**src/rtl/rtc_div_pkg.sv**
```systemverilog
package rtc_div_pkg;

   typedef enum logic [1:0] {
      DIV_STOP = 2'd0,
      DIV_RUN  = 2'd1,
      DIV_HOLD = 2'd2
   } div_mode_e;

   // 010 counts, 11x holds at zero, anything else freezes
   function automatic div_mode_e decode_ctl(input logic [2:0] code);
      if (code[2:1] == 2'b11)  return DIV_HOLD;
      if (code == 3'b010)      return DIV_RUN;
      return DIV_STOP;
   endfunction

endpackage

```
**src/rtl/rtcdiv_ctl_decode.sv**
```systemverilog
module rtcdiv_ctl_decode
   import rtc_div_pkg::*;
#(
   parameter int CTL_W = 3
) (
   input  logic [CTL_W-1:0] ctl,
   output div_mode_e        mode
);

   generate
      if (CTL_W != 3) begin : g_bad_width
         $error("rtcdiv_ctl_decode: CTL_W must be 3");
      end
   endgenerate

   always_comb mode = decode_ctl(ctl);

endmodule

```
**src/rtl/rtcdiv_chain.sv**
```systemverilog
module rtcdiv_chain #(
   parameter int STAGES = 15
) (
   input  logic              clk,
   input  logic              rst_n,
   input  logic              advance,
   input  logic              clear,
   output logic [STAGES-1:0] cnt,
   output logic [STAGES-1:0] rise
);

   generate
      if (STAGES < 2) begin : g_bad_stages
         $error("rtcdiv_chain: STAGES must be at least 2");
      end
   endgenerate

   logic [STAGES-1:0] carry;
   logic [STAGES-1:0] cnt_q;

   assign carry[0] = advance & ~clear;

   generate
      for (genvar g = 0; g < STAGES; g++) begin : g_stage
         if (g < STAGES-1) begin : g_carry
            assign carry[g+1] = carry[g] & cnt_q[g];
         end
         assign rise[g] = carry[g] & ~cnt_q[g];
         always_ff @(posedge clk or negedge rst_n) begin
            if (!rst_n)          cnt_q[g] <= 1'b0;
            else if (clear)      cnt_q[g] <= 1'b0;
            else if (carry[g])   cnt_q[g] <= ~cnt_q[g];
         end
      end
   endgenerate

   assign cnt = cnt_q;

   p_frozen_stable_r4: assert property (@(posedge clk) disable iff (!rst_n)
      (!advance && !clear) |=> $stable(cnt_q));

   p_tick_moves_r2: assert property (@(posedge clk) disable iff (!rst_n)
      (advance && !clear) |=> (cnt_q != $past(cnt_q)));

endmodule

```
**src/rtl/rtcdiv_tap_sel.sv**
```systemverilog
module rtcdiv_tap_sel #(
   parameter int SEL_W    = 4,
   parameter int FAST_BIT = 1,
   parameter int ALT_BIT  = 6,
   parameter int WIN_LO   = 1,
   parameter int WIN_W    = 13
) (
   input  logic [SEL_W-1:0] sel,
   input  logic [WIN_W-1:0] lvl_win,
   input  logic [WIN_W-1:0] rise_win,
   output logic             tap_valid,
   output logic             tap_level,
   output logic             tap_rise
);

   localparam int NUM_CODES = 2 ** SEL_W;

   function automatic int tap_of(input int code);
      if (code == 1) return ALT_BIT;
      if (code == 2) return ALT_BIT + 1;
      return FAST_BIT + code - 3;
   endfunction

   generate
      if (SEL_W < 2) begin : g_bad_sel
         $error("rtcdiv_tap_sel: SEL_W must be at least 2");
      end
      if (ALT_BIT + 1 > WIN_LO + WIN_W - 1 || ALT_BIT < WIN_LO) begin : g_bad_alt
         $error("rtcdiv_tap_sel: ALT_BIT outside the tap window");
      end
   endgenerate

   logic [NUM_CODES-1:0] hit_lvl;
   logic [NUM_CODES-1:0] hit_rise;

   generate
      for (genvar c = 0; c < NUM_CODES; c++) begin : g_code
         if (c == 0) begin : g_none
            assign hit_lvl[c]  = 1'b0;
            assign hit_rise[c] = 1'b0;
         end else begin : g_tap
            localparam int IDX = tap_of(c) - WIN_LO;
            assign hit_lvl[c]  = (sel == SEL_W'(c)) & lvl_win[IDX];
            assign hit_rise[c] = (sel == SEL_W'(c)) & rise_win[IDX];
         end
      end
   endgenerate

   assign tap_valid = |sel;
   assign tap_level = |hit_lvl;
   assign tap_rise  = |hit_rise;

endmodule

```
**src/rtl/rtc_divider_sqw.sv**
```systemverilog
module rtc_divider_sqw
   import rtc_div_pkg::*;
#(
   parameter int STAGES   = 15,
   parameter int SEL_W    = 4,
   parameter int FAST_BIT = 1,
   parameter int ALT_BIT  = 6
) (
   input  logic             clk,
   input  logic             rst_n,
   input  logic             ref_tick,
   input  logic [2:0]       div_ctl,
   input  logic [SEL_W-1:0] rate_sel,
   input  logic             sqw_en,
   output logic             sqw_out,
   output logic             periodic_pulse,
   output logic             second_tick
);

   localparam int WIN_LO = FAST_BIT;
   localparam int WIN_W  = (2 ** SEL_W) - 3;
   localparam int WIN_HI = WIN_LO + WIN_W - 1;

   generate
      if (WIN_HI > STAGES - 2) begin : g_bad_window
         $error("rtc_divider_sqw: tap window reaches the last stage");
      end
   endgenerate

   div_mode_e         mode;
   logic              advance;
   logic              clear;
   logic [STAGES-1:0] cnt_w;
   logic [STAGES-1:0] rise_w;
   logic              tap_valid;
   logic              tap_level;
   logic              tap_rise;
   logic              sec_q;
   logic              per_q;

   rtcdiv_ctl_decode #(.CTL_W(3)) u_decode (
      .ctl  (div_ctl),
      .mode (mode)
   );

   assign advance = (mode == DIV_RUN) & ref_tick;
   assign clear   = (mode == DIV_HOLD);

   rtcdiv_chain #(.STAGES(STAGES)) u_chain (
      .clk     (clk),
      .rst_n   (rst_n),
      .advance (advance),
      .clear   (clear),
      .cnt     (cnt_w),
      .rise    (rise_w)
   );

   rtcdiv_tap_sel #(
      .SEL_W    (SEL_W),
      .FAST_BIT (FAST_BIT),
      .ALT_BIT  (ALT_BIT),
      .WIN_LO   (WIN_LO),
      .WIN_W    (WIN_W)
   ) u_tap (
      .sel       (rate_sel),
      .lvl_win   (cnt_w[WIN_HI:WIN_LO]),
      .rise_win  (rise_w[WIN_HI:WIN_LO]),
      .tap_valid (tap_valid),
      .tap_level (tap_level),
      .tap_rise  (tap_rise)
   );

   always_ff @(posedge clk or negedge rst_n) begin
      if (!rst_n) begin
         sec_q <= 1'b0;
         per_q <= 1'b0;
      end else begin
         sec_q <= rise_w[STAGES-1];
         per_q <= tap_rise;
      end
   end

   assign sqw_out        = sqw_en & tap_valid & tap_level;
   assign periodic_pulse = per_q;
   assign second_tick    = sec_q;

   p_hold_zero_r3: assert property (@(posedge clk) disable iff (!rst_n)
      (mode == DIV_HOLD) |=> (cnt_w == '0 && !second_tick && !periodic_pulse));

   p_sec_single_r5: assert property (@(posedge clk) disable iff (!rst_n)
      second_tick |=> !second_tick);

   p_sec_source_r9: assert property (@(posedge clk) disable iff (!rst_n)
      second_tick |-> $past(mode == DIV_RUN && ref_tick));

   p_no_tap_quiet_r8: assert property (@(posedge clk) disable iff (!rst_n)
      ($past(rate_sel) == '0) |-> !periodic_pulse);

   p_rise_moves_r2: assert property (@(posedge clk) disable iff (!rst_n)
      (rise_w != '0) |=> (cnt_w != $past(cnt_w)));

endmodule

```
**config.mk**
```make
export PLATFORM = sky130hd
export DESIGN_NAME = rtc_divider_sqw
export DESIGN_NICKNAME = d
export VERILOG_FILES = /design/src/rtl/rtc_div_pkg.sv /design/src/rtl/rtcdiv_ctl_decode.sv /design/src/rtl/rtcdiv_chain.sv /design/src/rtl/rtcdiv_tap_sel.sv /design/src/rtl/rtc_divider_sqw.sv
export SDC_FILE = /design/constraint.sdc
export NUM_CORES = 1
export LEC_CHECK = 0
export BUFFER_PORTS_ARGS = -buffer_cell sky130_fd_sc_hd__buf_2
export CORE_MARGIN = 2
export CORE_UTILIZATION = 55
export DETAILED_ROUTE_END_ITERATION = 10
export PLACE_DENSITY_LB_ADDON = 0.3
export REMOVE_ABC_BUFFERS = 1
export SYNTH_ARGS = -nofsm -noshare
export SYNTH_HDL_FRONTEND = slang
export SYNTH_SLANG_ARGS = --single-unit
```
**constraint.sdc**
```tcl
create_clock -name clk -period 3.8 [get_ports clk]
set_input_delay 0.19 -clock clk [delete_from_list [all_inputs] [get_ports clk]]
set_output_delay 0.19 -clock clk [all_outputs]
set_load 0.05 [all_outputs]
```
# Yosys cells after proc, flatten, opt, wreduce, memory -nomap -nowiden
# Index checks and enable logic that the tools add are counted.
# word_totals
wordCells	169
ff_bits	17
out_inout_bits	3
input_bits	11
# classes
eq_ne	19
n_mux	37
n_bitwise	78
n_reduce_logical	18
# ops
operator	count
$and A1 B1 Y1	62
$mux W1	33
$eq A4 B4 Y1 const B	8
$reduce_bool A2 Y1	15
$reduce_or A15 Y1	2
$eq A4 B3 Y1 const B	4
$not A1 Y1	16
$eq A4 B2 Y1 const B	2
$mux W2	4
$eq A2 B2 Y1 const B	2
$eq A4 B1 Y1 const B	1
$reduce_or A4 Y1	1
$eq A3 B2 Y1 const B	1
$eq A2 B1 Y1 const B	1

# Depth between registers and ports, before layout
# depth
word_depth	24
ltp_mapped	7
depth_no_buf	5

# Hierarchy
# A second synthesis with hierarchy kept.
# unflattened
hier_cells	149
hier_area_um2	1348.8
# modules_own_cells
mod	instances	seq_area_each_um2	area_per_inst_um2	cells_each
rtcdiv_chain	1	375.4	907.1	97
rtcdiv_tap_sel	1	0.0	351.6	45
rtc_divider_sqw	1	50.0	71.3	5
rtcdiv_ctl_decode	1	0.0	18.8	2

# Least setup slack after synthesis
# No wires, ideal clock.
# synth_timing
path_kind	reg-to-output
start	register u_chain.cnt_q[8] (netlist: u_chain.cnt[8])
end	output sqw_out
setup_slack_ns	1.745
path_stages_with_launch	6
n_path_buf	0
arrival_ns	1.865
required_ns	3.610
cell_sequence	dfrtp_1 inv_1 or3_1 a21oi_1 a311oi_1 a31oi_1
# synth_via
elab_chain_len	3
# synth_lines
element	line_no	rtl
from (decl)	rtcdiv_chain.sv:19	logic [STAGES-1:0] cnt_q;
from (signal, indexed assignment)	rtcdiv_chain.sv:32	else if (carry[g]) cnt_q[g] <= ~cnt_q[g];
$and A1 B1 Y1	rtcdiv_tap_sel.sv:43	assign hit_lvl[c] = (sel == SEL_W'(c)) & lvl_win[IDX];
$reduce_or A15 Y1	rtcdiv_tap_sel.sv:50	assign tap_level = |hit_lvl;
$and A1 B1 Y1	rtc_divider_sqw.sv:83	assign sqw_out = sqw_en & tap_valid & tap_level;
to (decl)	rtc_divider_sqw.sv:15	output logic sqw_out,
# No other way between the ends.

# Final worst setup path
# Same ends and word-level chain as after synthesis.

==> results.toml <==
[clocking]
clock_path_buffers = 2
clk_pin_slew_worst_paths_ns = 0.10
cts_tree = "built"
cts_resized = 0
post-cts-setup-buffers = 0
cts_made_buffers = 3
cts_sinks = 17
holdBufCountCts = 1
clock_latency_ns = 0.30
htree_levels = 1
cts_root_buffer = "clkbuf_4"

[synth]
synth_warnings = 0
synth_seq_cells = 17
syn_area_per_cell_um2 = 8.33
syn_inst = 139
synth_edf_count = 0
synth_cell_types = 36
synth-async-reset-ratio_pct = 100
syn-cell-area_um2 = 1160
yosysSeqAreaShare_pct = 36.8
synthFlopType = "dfrtp_1"

[drt]
wl_um = 2530
vias = 1106
drtPass1Iterations = 4
drt-initial-drc-count = 59
routedWlPerCell_um = 14.5
routed_via_density = 6.32
drtAntennaViolNets = 0
drt_drc_violations_left = 0

[sta]
setup_violations = 0
hold_viol_final = 0
fin_skew_ns = 0.000518
finalCritPeriodShare_pct = 54.9
setup_tns_ns = 0
slew_headroom_pct = 51.1
fin_crit_ns = 2.09
hold_ws_ns = 0.218
final.setup.worst_slack_ns = 1.71
slew_viol_final = 0
max_freq_mhz = 479
max_slew.worst_pin.slew_ns = 0.733
grt_setup_unrepaired = "false"

[place]
placed_area_um2 = 1220
io_buffers = 13
gp_congestion = 0.915
place.detailed.hpwl_um = 1810
pre_cts_slack_ns = 1.84

[power_and_ir_drop]
p_sw_share_pct = 27.1
power.density_nw_per_um2 = 254
p_int_w = 0.000233
p_seq_share_pct = 57.8
comb_power_share_pct = 10.8
power_frac_clock_pct = 31.5
leakage_nw = 0.482
switching_power_w = 0.0000868
vdd_drop_max_mv = 0.234

[setup_path]
ff2ff_path_depth = 5
cp-start-kind = "flop"
r2r_end = "u_chain.cnt[10]"
reg2reg_setup_slack_ns = 1.80
arrival_ns = 1.90
crit_type = "flop to primary output"
reg2reg_from = "u_chain.cnt[1]"
cp_max_fo = 5
cp.required_ns = 3.61
worst_setup_path_end_kind = "primary output"

[cells_and_area]
area_delta_synth_final_pct = 8.65
final_common_cell = "dfrtp_1"
final_cell_mix = "17 x dfrtp_1, 13 x buf_2, 12 x nor2_1, 10 x nand2_1, 10 x o21ai_0"
fillers = 165
final_layout_size_suffix_gt1_share_pct = 14.2
finalInstanceArea_um2 = 1260
antenna_cells = 0
fin_nets = 160

[global_routing]
antenna_found_initial = 0
grt_util_all_layers_pct = 23.3
grt_pass1_wl_um = 4430
grt_overflow = 0
grt_max_degree = 20
grt_pass1_vias = 1014

[floorplanning]
rows = 16
chipWidth_um = 49.9
ios = 14
core_um2 = 1980
initial_core_util_pct = 58.4
dieArea_um2 = 2490
die_h_um = 49.9

[status]
status = "finished clean"

[worst_hold_path]
worstHoldPathType = "input pin to flop"
hold_start = "div_ctl[1]"
min_path_cells = 3
worstHoldEndpoint = "u_chain.cnt[0]"

[run]
drv_cap = 0
-- synthesized netlist by cell type, drive strengths merged (2+ instances only) --
cell,number,area [um^2]
xnor2,6,52.6
nor4b,2,17.5
nor2,12,45.0
nand3b,4,30.0
o21ai,11,55.1
nand3,7,47.6
dfrtp,17,425
a31oi,4,25.0
nand2,10,37.5
nor2b,3,18.8
buf,2,10.0
clkbuf,7,26.3
and4,2,20.0
a21oi,6,30.0
nor3,4,20.0
xor2,4,35.0
a311oi,2,17.5
or3,9,56.3
o41ai,3,26.3
inv,8,30.0
nand4,4,25.0
-- metrics by stage --
step           power, W  instances  util, %
3_3_place_gp   0.000220        170     61.6
5_1_grt        0.000336        175     63.4
6_report       0.000320        175     63.4
3_5_place_dp   0.000221        170     61.6
2_1_floorplan  0.000202        130        -
4_1_cts        0.000320        175     63.4
-- layer usage --
metal	vias to the layer above	wire length [um]	track usage, %
li1	532	-	-
met1	525	1160	31.4
met2	44	1170	38.0
met3	5	158	1.82
met4	0	48	11.1
met5	-	0	0
-- how the worst max path moves through the flow --
stage / to / start / depth (start not counted)
2_1_floorplan: sqw_out / u_chain.cnt[8] / 5
3_3_place_gp: u_chain.cnt[10] / u_chain.cnt[1] / 5
5_1_grt: sqw_out / u_chain.cnt[8] / 6
3_5_place_dp: u_chain.cnt[10] / u_chain.cnt[1] / 5
4_1_cts: sqw_out / u_chain.cnt[8] / 6
6_report: sqw_out / u_chain.cnt[8] / 6
-- registers in the layout, summed over array words and instances, names as in the netlist --
register        flops
u_chain.cnt        15
periodic_pulse      1
second_tick         1
-- kinds of logic (layout without fill, tap and decap cells) --
family	count (synthesis)	in the layout	share of synthesized area [%]
buffers and inverters	17	26	5.73
multiplexers	1	1	0.973
AO/OA/AOI/OAI	33	33	18.6
XOR/XNOR	10	10	7.57
AND/OR/NAND/NOR	61	61	30.4
flip-flops	17	17	36.8
-- cell type report --
| type | instances | area (um^2) | area share [%] |
|---|---|---|---|
| repair buffers | 14 | 75.1 | 5.97 |
| clock buffers | 3 | 22.5 | 1.79 |
| inverters | 8 | 30.0 | 2.39 |
| clock inverters | 1 | 5.00 | 0.398 |
| multi-input cells | 105 | 666 | 52.9 |
| flip-flops and latches | 17 | 425 | 33.8 |
| well taps | 27 | 33.8 | 2.69 |
-- power groups by stage --
stage | Sequential (W) | Clock [W] | Combinational, W
floorplan | 0.000188 | 0 | 0.0000139
global placement | 0.000188 | 0 | 0.0000325
finish | 0.000185 | 0.000101 | 0.0000344
detailed placement | 0.000188 | 0 | 0.0000332
CTS | 0.000185 | 0.000101 | 0.0000341
global route | 0.000185 | 0.000113 | 0.0000382
-- worst max-delay path: stages, from the launching register on --
cell and delay, ns:
dfrtp_1 0.43, inv_1 0.12, or3_1 0.37, a21oi_1 0.15, a311oi_1 0.07, a31oi_1 0.18
buf_2 0.28
Note: power is estimated with default switching activity, not from simulation.
